==> src/rtl/pwr_mode_pkg.sv <==
package pwr_mode_pkg;
  localparam int THR_W    = 5;
  localparam int MV_W     = 12;
  localparam int MV_TOP   = 3500;
  localparam int MV_STEP  = 50;
  localparam int MV_FLOOR = 2500;
  localparam int CODE_SAT = 20;

  typedef enum logic [1:0] {
    M_OFF  = 2'd0,
    M_STBY = 2'd1,
    M_ACT  = 2'd2,
    M_DOWN = 2'd3
  } pmode_t;

  // threshold code to millivolts; saturates at the floor
  function automatic logic [MV_W-1:0] code_to_mv(input logic [THR_W-1:0] code);
    int v;
    if (int'(code) >= CODE_SAT) v = MV_FLOOR;
    else                        v = MV_TOP - MV_STEP * int'(code);
    return MV_W'(v);
  endfunction
endpackage

==> src/rtl/pwr_edge_det.sv <==
module pwr_edge_det #(
  parameter int W = 2
) (
  input  logic         clk,
  input  logic         rst_n,
  input  logic [W-1:0] lvl,
  output logic [W-1:0] rise
);
  logic [W-1:0] prev_q;

  for (genvar i = 0; i < W; i++) begin : g_bit
    always_ff @(posedge clk or negedge rst_n) begin
      if (!rst_n) prev_q[i] <= 1'b0;
      else        prev_q[i] <= lvl[i];
    end
    assign rise[i] = lvl[i] & ~prev_q[i];
  end
endmodule

==> src/rtl/pwr_thr_reg.sv <==
module pwr_thr_reg
  import pwr_mode_pkg::*;
#(
  parameter int              DATA_W  = 8,
  parameter logic [THR_W-1:0] THR_RST = 5'h0C
) (
  input  logic              clk,
  input  logic              rst_n,
  input  logic              wr_en,
  input  logic [DATA_W-1:0] wr_data,
  output logic [DATA_W-1:0] rd_data,
  output logic [MV_W-1:0]   mv
);
  localparam int RSV_W = DATA_W - THR_W;

  logic [THR_W-1:0] code_q;

  always_ff @(posedge clk or negedge rst_n) begin
    if (!rst_n)     code_q <= THR_RST;
    else if (wr_en) code_q <= wr_data[THR_W-1:0];
  end

  assign rd_data = {{RSV_W{1'b0}}, code_q};
  assign mv      = code_to_mv(code_q);
endmodule

==> src/rtl/pwr_mode_fsm.sv <==
module pwr_mode_fsm
  import pwr_mode_pkg::*;
(
  input  logic   clk,
  input  logic   rst_n,
  input  logic   supply_ok,
  input  logic   bat_uvlo_ok,
  input  logic   bat_above_low,
  input  logic   wake,
  input  logic   onoff_req,
  input  logic   pdn_done,
  output pmode_t state,
  output logic   start_up,
  output logic   start_dn
);
  pmode_t nxt;
  logic   up_n, dn_n;

  always_comb begin
    nxt  = state;
    up_n = 1'b0;
    dn_n = 1'b0;
    unique case (state)
      M_OFF: if (supply_ok) begin
        if (bat_above_low) begin nxt = M_ACT; up_n = 1'b1; end
        else                     nxt = M_STBY;
      end
      M_STBY: if (!supply_ok)  nxt = M_OFF;
              else if (wake) begin nxt = M_ACT; up_n = 1'b1; end
      M_ACT:  if (onoff_req || !supply_ok) begin nxt = M_DOWN; dn_n = 1'b1; end
      M_DOWN: if (pdn_done) nxt = bat_uvlo_ok ? M_STBY : M_OFF;
      default: nxt = M_OFF;
    endcase
  end

  always_ff @(posedge clk or negedge rst_n) begin
    if (!rst_n) begin
      state    <= M_OFF;
      start_up <= 1'b0;
      start_dn <= 1'b0;
    end else begin
      state    <= nxt;
      start_up <= up_n;
      start_dn <= dn_n;
    end
  end
endmodule

==> src/rtl/pwr_mode_ctrl.sv <==
module pwr_mode_ctrl
  import pwr_mode_pkg::*;
#(
  parameter int               DATA_W  = 8,
  parameter logic [THR_W-1:0] THR_RST = 5'h0C
) (
  input  logic              clk,
  input  logic              rst_n,
  input  logic              bat_uvlo_ok,
  input  logic              bat_above_low,
  input  logic              wall_ok,
  input  logic              usb_ok,
  input  logic              onoff_req,
  input  logic              pdn_done,
  input  logic              thr_wr_en,
  input  logic [DATA_W-1:0] thr_wr_data,
  output logic [DATA_W-1:0] thr_rd_data,
  output logic [MV_W-1:0]   thr_mv,
  output logic [1:0]        mode,
  output logic              start_up,
  output logic              start_dn,
  output logic              stby_lp_en
);
  localparam int N_EXT = 2;

  // named internal events for the checker
  logic [N_EXT-1:0] ext_rise;
  logic             ins_evt;
  logic             wake_evt;
  logic             supply_ok;
  pmode_t           state;

  assign supply_ok = bat_uvlo_ok | wall_ok | usb_ok;

  pwr_edge_det #(.W(N_EXT)) u_edge (
    .clk  (clk),
    .rst_n(rst_n),
    .lvl  ({usb_ok, wall_ok}),
    .rise (ext_rise)
  );

  assign ins_evt  = |ext_rise;
  assign wake_evt = onoff_req | ins_evt;

  pwr_mode_fsm u_fsm (
    .clk          (clk),
    .rst_n        (rst_n),
    .supply_ok    (supply_ok),
    .bat_uvlo_ok  (bat_uvlo_ok),
    .bat_above_low(bat_above_low),
    .wake         (wake_evt),
    .onoff_req    (onoff_req),
    .pdn_done     (pdn_done),
    .state        (state),
    .start_up     (start_up),
    .start_dn     (start_dn)
  );

  pwr_thr_reg #(.DATA_W(DATA_W), .THR_RST(THR_RST)) u_thr (
    .clk    (clk),
    .rst_n  (rst_n),
    .wr_en  (thr_wr_en),
    .wr_data(thr_wr_data),
    .rd_data(thr_rd_data),
    .mv     (thr_mv)
  );

  assign mode       = state;
  assign stby_lp_en = (state == M_STBY);
endmodule

==> config.mk <==
export PLATFORM = sky130hd
export DESIGN_NAME = pwr_mode_ctrl
export DESIGN_NICKNAME = d
export VERILOG_FILES = /design/src/rtl/pwr_mode_pkg.sv /design/src/rtl/pwr_edge_det.sv /design/src/rtl/pwr_thr_reg.sv /design/src/rtl/pwr_mode_fsm.sv /design/src/rtl/pwr_mode_ctrl.sv
export SDC_FILE = /design/constraint.sdc
export NUM_CORES = 1
export LEC_CHECK = 0
export BUFFER_PORTS_ARGS = -buffer_cell sky130_fd_sc_hd__buf_4
export CAP_MARGIN = 20
export CORE_ASPECT_RATIO = 0.7
export CORE_MARGIN = 2
export CORE_UTILIZATION = 52
export DETAILED_ROUTE_END_ITERATION = 7
export PLACE_DENSITY = 0.85
export SLEW_MARGIN = 20
export SYNTH_ARGS = -nofsm -noshare
export SYNTH_HDL_FRONTEND = slang
export SYNTH_HIERARCHICAL = 1
export SYNTH_SLANG_ARGS = --single-unit
==> constraint.sdc <==
create_clock -name clk -period 4.59 [get_ports clk]
set_input_delay 0.918 -clock clk [delete_from_list [all_inputs] [get_ports clk]]
set_output_delay 0.918 -clock clk [all_outputs]
set_load 0.02 [all_outputs]
[Yosys cells after proc, flatten, opt, wreduce, memory -nomap -nowiden]
Cells that the tools add are included.
Word-level totals
  memory bits (read-only): 0
  register bits after elaboration: 11
  bits in latches: 0
  memory bits (writable): 0
  logic and storage cells: 44
  input bits: 17
  output and inout port bits: 25
  memories kept: 0
Cells by class
  $add $sub $neg: 1
  $lt $le $gt $ge: 1
  mux-type cells: 16
  $mul: 1
  divide/modulo/power cells: 0
  bitwise gates (word level): 7
  reduce and logical (&&, ||, !) cells: 5
  equality and inequality tests: 7
  shift operators: 0
Operators by type and width (count)
  12-bit 2-to-1 mux: 1
  2-bit 2-to-1 mux: 6
  11-bit by 12-bit subtractor with 12-bit output (first input constant): 1
  5-bit by 5-bit multiplier with 10-bit output (first input constant): 1
  2-bit one-hot mux with 4 select lines: 1
  1-bit 2-to-1 mux: 7
  5-bit >= comparator (second input constant): 1
  2-bit equality test (second input constant): 2
  2-bit by 1-bit != test with 1-bit output (second input constant): 2
  4-bit AND reduction: 1
  3-bit != test (second input constant): 1
  1-bit OR: 3
  1-bit bitwise AND: 2
  2-bit by 1-bit equality test with 1-bit output (second input constant): 1
  2-bit zero test: 1
  2-bit != test (second input constant): 1
  1-bit NOT: 2
  1-bit one-hot mux with 2 select lines: 1
  2-bit OR reduction: 1
  1-bit zero test: 1
  1-bit logical OR: 1

[Depth between registers and ports, before layout]
Gate-level depths: netlist of run 1.
  word-level depth: 7
  gate-level depth with buffers: 10

[Cells and area by module]
The synthesis of run 1 kept the hierarchy.
By module, submodules not included
  pwr_thr_reg: area each 797.0 sq um, instances 1, cells each 91
  pwr_mode_fsm: area each 176.4 sq um, instances 1, cells each 17
  pwr_edge_det: area each 77.6 sq um, instances 1, cells each 4
  pwr_mode_ctrl: area each 18.8 sq um, instances 1, cells each 3

[Worst setup path after synthesis of run 1]
Ideal clock, no wire load.
  path kind: flip-flop to output port
  from: register u_thr.code_q[1]
  to: output port thr_mv[10]
  path buffers: 0
  stages on the path, launching flop included: 8
  required time: 3.672 ns
  data arrival time: 2.827 ns
  setup slack: 0.845 ns
  path through: dfrtp_1 ha_1 ha_1 ha_1 fa_1 xnor2_1 nor4_1 o31ai_1
Between the ends
  longest elaborated chain between the ends: 3
  elaborated cells on any way between the ends: 4
  those cells by class: add/sub (1); mul (1); order compare (1); mux (1)
RTL lines
  from (decl): RTL line pwr_thr_reg.sv:16  | logic [THR_W-1:0] code_q;
  from (signal assigned): RTL line pwr_thr_reg.sv:20  | else if (wr_en) code_q <= wr_data[THR_W-1:0];
  5-bit by 5-bit multiplier with 10-bit output: RTL line pwr_mode_pkg.sv:20  | else v = MV_TOP - MV_STEP * int'(code);
  11-bit by 12-bit subtractor with 12-bit output: RTL line pwr_mode_pkg.sv:20
  12-bit 2-to-1 mux *: RTL line pwr_mode_pkg.sv:19  | if (int'(code) >= CODE_SAT) v = MV_FLOOR;
  to (decl): RTL line pwr_mode_ctrl.sv:18  | output logic [MV_W-1:0] thr_mv,
Mark *: on every way between the ends. The rest lies on a longest branch, timed or not.

[Worst setup path after layout of run 1]
  from: register u_thr.code_q[2]
  to: output port thr_mv[10]
The elaborated chain is that of the path after synthesis.

==> flow_metrics.env, run 1 <==
export IMPL_total_power_mw=0.629
export IMPL_clk_path_buf_depth=2
export IMPL_globalRouteTotalUtil=0.227
export IMPL_post_route_drc_count=0
export IMPL_post_layout_nonfiller_instances=172
export IMPL_wirelength_per_cell_um=14.3
export IMPL_netlist_instances=115
export IMPL_timing_critical_path_fanout_max=9
export IMPL_ys_types=40
export IMPL_power_share_combinational=0.664
export IMPL_areaGrowthSynthToFinish_pct=26.4
export IMPL_p_clk_frac=0.104
export IMPL_hold_worst_slack_ps=470
export IMPL_finalHoldViolations=0
export IMPL_drive_gt1_frac=0.327
export IMPL_hpwlAfterDp_um=2060
export IMPL_dpl_cell_count=168
export IMPL_totalWireLength_um=2460
export IMPL_worstMarginPinSlew_ps=551
export IMPL_post_synth_top_area_fraction=0.211
export IMPL_slew_headroom=0.630
export IMPL_worst_case_vdd_ir_drop_mv=0.309
export IMPL_port_buffers=34
export IMPL_clock_sinks=11
export IMPL_fp_dieW_um=58.2
export IMPL_critPathCaptureType="primary output"
export IMPL_finalSetupTns_ps=0
export IMPL_netSwitchingFraction=0.465
export IMPL_fin_skew_ps=0.520
export IMPL_synthesis_area_um2=1070
export IMPL_cts_tree="done"
export IMPL_cts_inserted_buffers=3
export IMPL_grt_pass1_vias=871
export IMPL_cts_root_buf="clkbuf_4"
export IMPL_cts_hold_buffers=0
export IMPL_postCtsSetupRepairBufs=0
export IMPL_timing_setup_critical_path_class="reg2out"
export IMPL_clock_fmax_ghz=0.252
export IMPL_nets=186
export IMPL_yosys_most_used_dff="dfrtp_1"
export IMPL_final_period_minus_worst_setup_slack_ps=3970
export IMPL_antenna_found_initial=0
export IMPL_rsz0062_at_grt="false"
export IMPL_outcome="completed"
export IMPL_pin_count=42
export IMPL_dr_first_iter_drc_count=19
export IMPL_net_switching_power_mw=0.293
export IMPL_cp_data_required_time_ps=3670
export IMPL_drv_slew=0
export IMPL_max_cap_viol_count=0
export IMPL_drt_pre_antenna_iters=4
export IMPL_core_area_um2=1900
export IMPL_rows=13
export IMPL_synth_seq_cells=11
export IMPL_intPower_mw=0.336
export IMPL_floorplan_die_height_um=42.0
export IMPL_cts_resized_gates=0
export IMPL_first_pass_grt_wire_length_um=4130
export IMPL_globalRouteOverflowTotal=0
export IMPL_routed_via_count=936
export IMPL_ys_seq_area_frac=0.260
export IMPL_timing_critical_path_from_type="flip-flop"
export IMPL_clkSlewWorstSetupHoldPaths_ps=70
export IMPL_cellLeakagePower_nw=0.704
export IMPL_fin_crit_sh=0.865
export IMPL_grt_start_max_net_pins=12
export IMPL_vias_per_cell=5.44
export IMPL_number_of_synthesis_warnings=6
export IMPL_floorplan_initialDensity=0.562
export IMPL_netlist_top_cells_area="dfrtp_1 (21%), ha_1 (20%), dfstp_2 (4.9%)"
export IMPL_worst_hold_class="in2async"
export IMPL_synth_most_common_cell="ha_1"
export IMPL_worstPathArrival_ps=3050
export IMPL_fraction_of_power_consumed_by_sequential_logic=0.232
export IMPL_insertion_delay_ps=270
export IMPL_ant_nets=0
export IMPL_ys_async_sr_fraction=1.00
export IMPL_netlist_top_cells_count="ha_1 (17), dfrtp_1 (9), inv_1 (8), nand2_1 (8), a21oi_1 (7)"
export IMPL_finalSetupViolCount=0
export IMPL_synth_area_leader_cell="dfrtp_1"
export IMPL_synthesis_area_per_instance_um2=9.30
export IMPL_synth_enable_flop_cells=0
export IMPL_die_area_um2=2440
export IMPL_gp_congestion=0.842
export IMPL_htreeDepth=1
export IMPL_count_of_antenna_diodes_in_the_layout=0
export IMPL_power_density_nw_per_um2=465
## placed cells by master, fill, tap and decap left out, types with 2 or more instances in the layout
master	instances
inv_1	8
conb_1	4
or3_1	2
a21oi_1	7
mux2_2	2
o211ai_1	2
nand2b_1	2
dfrtp_1	9
nand2_1	8
nor2b_4	2
ha_1	17
buf_4	34
a21o_1	3
clkbuf_4	3
xor2_1	4
nor2b_1	2
xnor2_1	5
dfstp_2	2
nor2_1	6
o21ai_0	6
and2_1	2
## power groups by stage
stage | clock [mW] | sequential, mW | combinational, mW
floorplan | 0 | 0.165 | 0.258
global placement | 0 | 0.145 | 0.403
detailed placement | 0 | 0.147 | 0.417
CTS | 0.0676 | 0.145 | 0.419
global route | 0.0748 | 0.150 | 0.454
finish | 0.0654 | 0.146 | 0.418
## logic make-up after synthesis
family          count (synthesis)  share of synthesized area
other cells                     1                    0.00351
flops                          11                      0.260
mux                             3                     0.0304
fa+ha+maj                      18                      0.218
simple gates                   32                      0.189
compound gates                 27                      0.163
xor+xnor                        9                     0.0737
buf+inv                        14                     0.0632
## layer usage
| metal | up-vias | global-route usage | routed length, um |
|---|---|---|---|
| li1 | 462 | - | - |
| met1 | 436 | 0.290 | 1080 |
| met2 | 34 | 0.389 | 1240 |
| met3 | 4 | 0.0467 | 113 |
| met4 | 0 | 0.0558 | 27 |
| met5 | - | 0 | 0 |
## critical path, stage by stage, from the launching register on
cell,delay (ps)
dfstp_2,660
ha_1,280
ha_1,340
fa_1,460
xnor2_1,470
nor4_1,140
o211ai_1,180
o31ai_1,90
buf_4,170
## registers in the layout (all words and copies together), names as in the netlist
register        cells
u_thr/code_q        5
u_edge/prev_q       2
u_fsm/state         2
u_fsm/start_dn      1
u_fsm/start_up      1
## final timing paths
check	start	end	slack (ps)	cells past startpoint
min in group clk	u_fsm/state[1]	u_fsm/start_up	580	1
worst min-delay path	rst_n	u_thr/code_q[0]	470	1
worst max-delay path	u_thr/code_q[2]	thr_mv[10]	620	8
worst max register to register	u_edge/prev_q[1]	u_fsm/state[0]	3260	4
worst min register to register	u_fsm/state[1]	u_fsm/start_up	580	1
max in group asynchronous	rst_n	u_thr/code_q[2]	3900	1
## per-stage QoR
stage / area [um^2] / worst slack, ps / util
after floorplan: 1080 / 845 / -
after CTS: 1350 / 614 / 0.711
after detailed placement: 1330 / 905 / 0.697
final: 1350 / 620 / 0.711
after global placement: 1330 / 989 / 0.697
after global routing: 1350 / 430 / 0.711
## layout make-up
class                           count  area [um^2]
Multi-Input combinational cell     93          736
Fill cell                         150          551
Inverter                            8         30.0
Tap cell                           22         27.5
Clock buffer                        4         26.3
Sequential cell                    11          278
Timing Repair Buffer               34          255
Note: power is estimated with default switching activity, not from simulation.
==> run 2: changes to the inputs <==
- ABC_CLOCK_PERIOD_IN_PS: not set -> 4590
- CAP_MARGIN: 20 -> not set
- CORE_UTILIZATION: 52 -> 50
- PLACE_DENSITY: 0.85 -> 0.82
==> run 2 against run 1 <==
Effect of this change:
- routed wire length is 4.1% lower
- register-to-register slack improved by 40 ps
- combinational power hardly changed
- first-iteration DRC count rose by 84%
- largest cell class unchanged
- largest power group unchanged
==> flow_metrics.env, run 2 (synthesis gave the netlist of run 1 again) <==
export IMPL_clock_fmax_ghz=0.248
export IMPL_hpwlAfterDp_um=1960
export IMPL_reg2regPathDepth=4
export IMPL_rsz0062_at_grt="false"
export IMPL_layout_filler_cells=151
export IMPL_worstMarginPinSlew_ps=604
export IMPL_insertion_delay_ps=270
export IMPL_top_regs="u_thr/code_q (5), u_edge/prev_q (2), u_fsm/state (2)"
export IMPL_critical_path_top_delay_family="adder cells"
export IMPL_areaGrowthSynthToFinish_pct=26.4
export IMPL_register_to_register_setup_slack_ps=3300
export IMPL_gp_congestion=0.922
export IMPL_count_of_antenna_diodes_in_the_layout=0
export IMPL_timing_setup_critical_path_class="reg2out"
export IMPL_clkSlewWorstSetupHoldPaths_ps=70
export IMPL_ant_nets=0
export IMPL_cp_data_required_time_ps=3670
export IMPL_cts_tree="done"
export IMPL_dr_first_iter_drc_count=35
export IMPL_globalRouteOverflowTotal=0
export IMPL_cts_root_buf="clkbuf_4"
export IMPL_grt_start_max_net_pins=12
export IMPL_finalSetupTns_ps=0
export IMPL_final_period_minus_worst_setup_slack_ps=4030
export IMPL_worst_path_max_delay_cell="xnor2_1"
export IMPL_globalRouteTotalUtil=0.201
export IMPL_regToRegStartpoint="u_edge/prev_q[0]"
export IMPL_htreeDepth=1
export IMPL_finalHoldViolations=0
export IMPL_post_route_drc_count=0
export IMPL_max_cap_viol_count=0
export IMPL_dpl_cell_count=168
export IMPL_critPathCapture="thr_mv[10]"
export IMPL_cpPeakStageDelay_ps=510
export IMPL_drive_gt1_frac=0.327
export IMPL_pin_count=42
export IMPL_grt_pass1_vias=818
export IMPL_postCtsSetupRepairBufs=0
export IMPL_most_used_cell_cp="ha_1"
export IMPL_nets=186
export IMPL_floorplan_die_height_um=42.7
export IMPL_routed_via_count=910
export IMPL_cts_resized_gates=0
export IMPL_cts_hold_buffers=0
export IMPL_pre_cts_slack_ps=900
export IMPL_rows=13
export IMPL_first_pass_grt_wire_length_um=3750
export IMPL_worstPathBufferInverterCount=1
export IMPL_power_density_nw_per_um2=466
export IMPL_wirelength_per_cell_um=13.7
export IMPL_totalWireLength_um=2360
export IMPL_post_layout_nonfiller_instances=172
export IMPL_most_common_layout_cells="buf_4 (34), ha_1 (17), dfrtp_1 (9), inv_1 (8), nand2_1 (8)"
export IMPL_combined_area_of_the_multi_input_logic_cells_um2=736
export IMPL_total_power_mw=0.631
export IMPL_fp_dieW_um=59.3
export IMPL_seq_area_um2=278
export IMPL_floorplan_initialDensity=0.553
export IMPL_cellLeakagePower_nw=0.704
export IMPL_core_area_um2=1940
export IMPL_crit_cells=9
export IMPL_worst_hold_class="in2async"
export IMPL_fin_crit_sh=0.878
export IMPL_die_area_um2=2530
export IMPL_cts_inserted_buffers=3
export IMPL_finalSetupViolCount=0
export IMPL_worst_case_vdd_ir_drop_mv=0.217
export IMPL_worstPathArrival_ps=3110
export IMPL_vias_per_cell=5.29
export IMPL_outcome="completed"
export IMPL_port_buffers=34
export IMPL_regToRegEndpoint="u_fsm/state[0]"
export IMPL_timing_critical_path_fanout_max=6
export IMPL_critPathCaptureType="primary output"
export IMPL_antenna_found_initial=0
export IMPL_clk_path_buf_depth=2
export IMPL_critical_path_cell_chain="ha_1 > ha_1 > ha_1 > fa_1 > xnor2_1 > nor4_1 > o211ai_1 > o31ai_1 > buf_4"
export IMPL_register_with_the_highest_flop_count="u_thr/code_q"
export IMPL_fin_skew_ps=0.494
export IMPL_timing_critical_path_from="u_thr/code_q[1]"
export IMPL_drv_slew=0
export IMPL_setup_slack_ps=560
export IMPL_largest_register_ffs=5
export IMPL_most_common_cell_after_layout_fill_and_taps_aside="buf_4"
export IMPL_timing_critical_path_from_type="flip-flop"
export IMPL_drt_pre_antenna_iters=4
export IMPL_clock_sinks=11
export IMPL_slew_headroom=0.595
-- run 2: cell counts in the layout (fill, tap and decap cells not counted) --
Identical to the previous run, type by type.
-- run 2: layout make-up --
cell class                      instances  share of cell area
Multi-Input combinational cell         93               0.544
Sequential cell                        11               0.205
Timing Repair Buffer                   34               0.189
Inverter                                8              0.0222
Tap cell                               22              0.0204
Clock buffer                            4              0.0194
-- run 2: worst register-to-register path, stage by stage, from the launching register on --
cell     delay (ps)
dfrtp_1         390
nor2b_4          50
or3_1           370
mux2i_1         220
a311o_1         200
-- run 2: worst min-delay path by stage --
stage / from / endpoint / cells after the start
global placement: u_fsm/state[1] / u_fsm/start_up / 1
detailed placement: u_fsm/state[0] / u_fsm/start_dn / 1
CTS: rst_n / u_fsm/state[0] / 1
floorplan: u_thr/code_q[3] / u_thr/code_q[3] / 2
global route: rst_n / u_fsm/state[0] / 1
finish: rst_n / u_fsm/start_up / 1
-- run 2: routing by layer --
metal	part of all wire	vias to the layer above	global-route usage	routed length, um
li1	-	462	-	-
met1	0.48	408	0.272	1140
met2	0.45	34	0.292	1050
met3	0.050	6	0.0671	117
met4	0.020	0	0.0773	46
met5	0	-	0	0
-- run 2: stage by stage --
step	area, um^2	hold WS, ps	utilization
4_1_cts	1350	469	0.699
2_1_floorplan	1080	587	-
3_3_place_gp	1330	554	0.685
5_1_grt	1350	462	0.699
3_5_place_dp	1330	581	0.685
6_report	1350	472	0.699
-- run 2: power by group --
part	switching, mW	internal (mW)
Combinational	0.234	0.184
Sequential	0.0284	0.118
Clock	0.0326	0.0336
Total	0.295	0.336
==> run 3: changes to the inputs <==
- ABC_CLOCK_PERIOD_IN_PS: 4590 -> 4200
- CORE_MARGIN: 2 -> not set
- CORE_UTILIZATION: 50 -> 48
- PLACE_DENSITY: 0.82 -> 0.79
- clock period: 4.59 -> 4.2 ns (I/O delays scaled with it)
==> run 3 against run 2 <==
Effect of this change:
- register-to-register slack lost 380 ps
- sequential power rose by 8%
- clock skew rose by 1.6 ps
- core utilization fell by 0.65 points
- sequential share of layout area fell by 0.15 points
- die area decreased by 4.2%
- worst hold slack got worse by 79 ps
- critical path type unchanged
- largest cell class unchanged
- largest power group unchanged
- highest routed layer unchanged
==> flow_metrics.env, run 3 (synthesis gave the netlist of run 1 again) <==
export IMPL_clk_path_buf_depth=2
export IMPL_globalRouteOverflowTotal=0
export IMPL_antenna_found_initial=0
export IMPL_cellLeakagePower_nw=0.704
export IMPL_insertion_delay_ps=270
export IMPL_cell_area_after_placement_um2=1340
export IMPL_post_route_drc_count=0
export IMPL_floorplan_initialDensity=0.544
export IMPL_dr_first_iter_drc_count=35
export IMPL_final_period_minus_worst_setup_slack_ps=3980
export IMPL_postCtsSetupRepairBufs=0
export IMPL_hpwlAfterDp_um=2120
export IMPL_most_common_cell_after_layout_fill_and_taps_aside="buf_4"
export IMPL_nets=186
export IMPL_finalSetupTns_ps=0
export IMPL_fin_crit_sh=0.947
export IMPL_largest_register_ffs=5
export IMPL_max_cap_viol_count=0
export IMPL_most_common_layout_cells="buf_4 (34), ha_1 (17), dfrtp_1 (9), inv_1 (8), nand2_1 (8)"
export IMPL_critical_path_cell_chain="ha_1 > ha_1 > ha_1 > fa_1 > xnor2_1 > nor4_1 > o211ai_1 > o31ai_1 > buf_4"
export IMPL_slew_headroom=0.613
export IMPL_wirelength_per_cell_um=13.8
export IMPL_count_of_antenna_diodes_in_the_layout=0
export IMPL_timing_critical_path_fanout_max=6
export IMPL_drv_slew=0
export IMPL_clkSlewWorstSetupHoldPaths_ps=70
export IMPL_ant_nets=0
export IMPL_timing_critical_path_from_type="flip-flop"
export IMPL_finalHoldViolations=0
export IMPL_cts_resized_gates=0
export IMPL_pin_count=42
export IMPL_cts_tree="done"
export IMPL_globalRouteTotalUtil=0.224
export IMPL_worst_path_max_delay_cell="xnor2_1"
export IMPL_floorplan_die_height_um=41.5
export IMPL_htreeDepth=1
export IMPL_fp_dieW_um=58.4
export IMPL_top_regs="u_thr/code_q (5), u_edge/prev_q (2), u_fsm/state (2)"
export IMPL_register_with_the_highest_flop_count="u_thr/code_q"
export IMPL_routed_via_count=944
export IMPL_worstMarginPinSlew_ps=576
export IMPL_most_used_cell_cp="ha_1"
export IMPL_cts_root_buf="clkbuf_4"
export IMPL_cts_inserted_buffers=3
export IMPL_first_pass_grt_wire_length_um=4080
export IMPL_totalWireLength_um=2480
export IMPL_cpPeakStageDelay_ps=490
export IMPL_rows=13
export IMPL_rsz0062_at_grt="false"
export IMPL_drive_gt1_frac=0.327
export IMPL_worst_case_vdd_ir_drop_mv=0.229
export IMPL_finalSetupViolCount=0
export IMPL_vias_per_cell=5.24
export IMPL_total_power_mw=0.692
export IMPL_grt_pass1_vias=933
export IMPL_worstPathArrival_ps=3140
export IMPL_grt_start_max_net_pins=12
export IMPL_clock_fmax_ghz=0.251
export IMPL_power_density_nw_per_um2=508
export IMPL_cts_hold_buffers=0
export IMPL_outcome="completed"
export IMPL_post_layout_nonfiller_instances=180
export IMPL_timing_setup_critical_path_class="reg2out"
export IMPL_worst_hold_class="in2async"
export IMPL_gp_congestion=0.862
export IMPL_fin_skew_ps=2.14
export IMPL_die_area_um2=2420
export IMPL_dpl_cell_count=176
export IMPL_clock_sinks=11
export IMPL_port_buffers=34
export IMPL_critPathCaptureType="primary output"
export IMPL_core_area_um2=1970
export IMPL_design_area_um2=1360
export IMPL_cp_data_required_time_ps=3360
export IMPL_drt_pre_antenna_iters=4
export IMPL_areaGrowthSynthToFinish_pct=27.4
## run 3: worst max-delay path, delay by kind of cell, from the launching register on
kind / cells / cell delay (ps)
AOI/OAI and AO/OA: 2 / 310
xor gates and xnor gates: 1 / 490
adders and majority gates: 4 / 1280
buffers and inverters: 1 / 180
DFF: 1 / 470
and+or+nand+nor: 1 / 160
## run 3: path summary, 6_finish.rpt
path,startpoint,to,slack (ps),cells after the start
max,u_thr/code_q[4],thr_mv[10],220,9
min,rst_n,u_fsm/state[0],390,1
min reg2reg,u_fsm/state[1],u_fsm/start_up,600,1
max reg2reg,u_edge/prev_q[1],u_fsm/state[0],2920,4
min in group clk,u_fsm/state[1],u_fsm/start_up,600,1
max in group asynchronous,rst_n,u_thr/code_q[2],3580,1
## run 3: through the flow
step	setup slack, ps	hold WS, ps	utilization
floorplan	533	544	-
global placement	654	556	0.679
detailed placement	537	579	0.679
CTS	226	392	0.692
global route	106	384	0.692
finish	222	393	0.692
## run 3: cell type report
type                            instances  area [um^2]
Tap cell                               30         37.5
Sequential cell                        11          278
Inverter                                8         30.0
Clock buffer                            4         26.3
Multi-Input combinational cell         93          736
Timing Repair Buffer                   34          255
Fill cell                             154          606
## run 3: where the power goes
part / switching (mW) / internal [mW] / total, mW / leakage, nW
registers: 0.0302 / 0.129 / 0.159 / 0.129
logic: 0.260 / 0.201 / 0.461 / 0.560
clock network: 0.0348 / 0.0368 / 0.0716 / 0.0150
total: 0.325 / 0.367 / 0.692 / 0.704
## run 3: layer usage
layer | global-route usage | part of all wire | up-vias
met5 | 0 | 0 | -
met4 | 0.0524 | 0.0081 | 0
li1 | - | - | 462
met2 | 0.393 | 0.49 | 28
met1 | 0.272 | 0.47 | 450
met3 | 0.0592 | 0.035 | 4
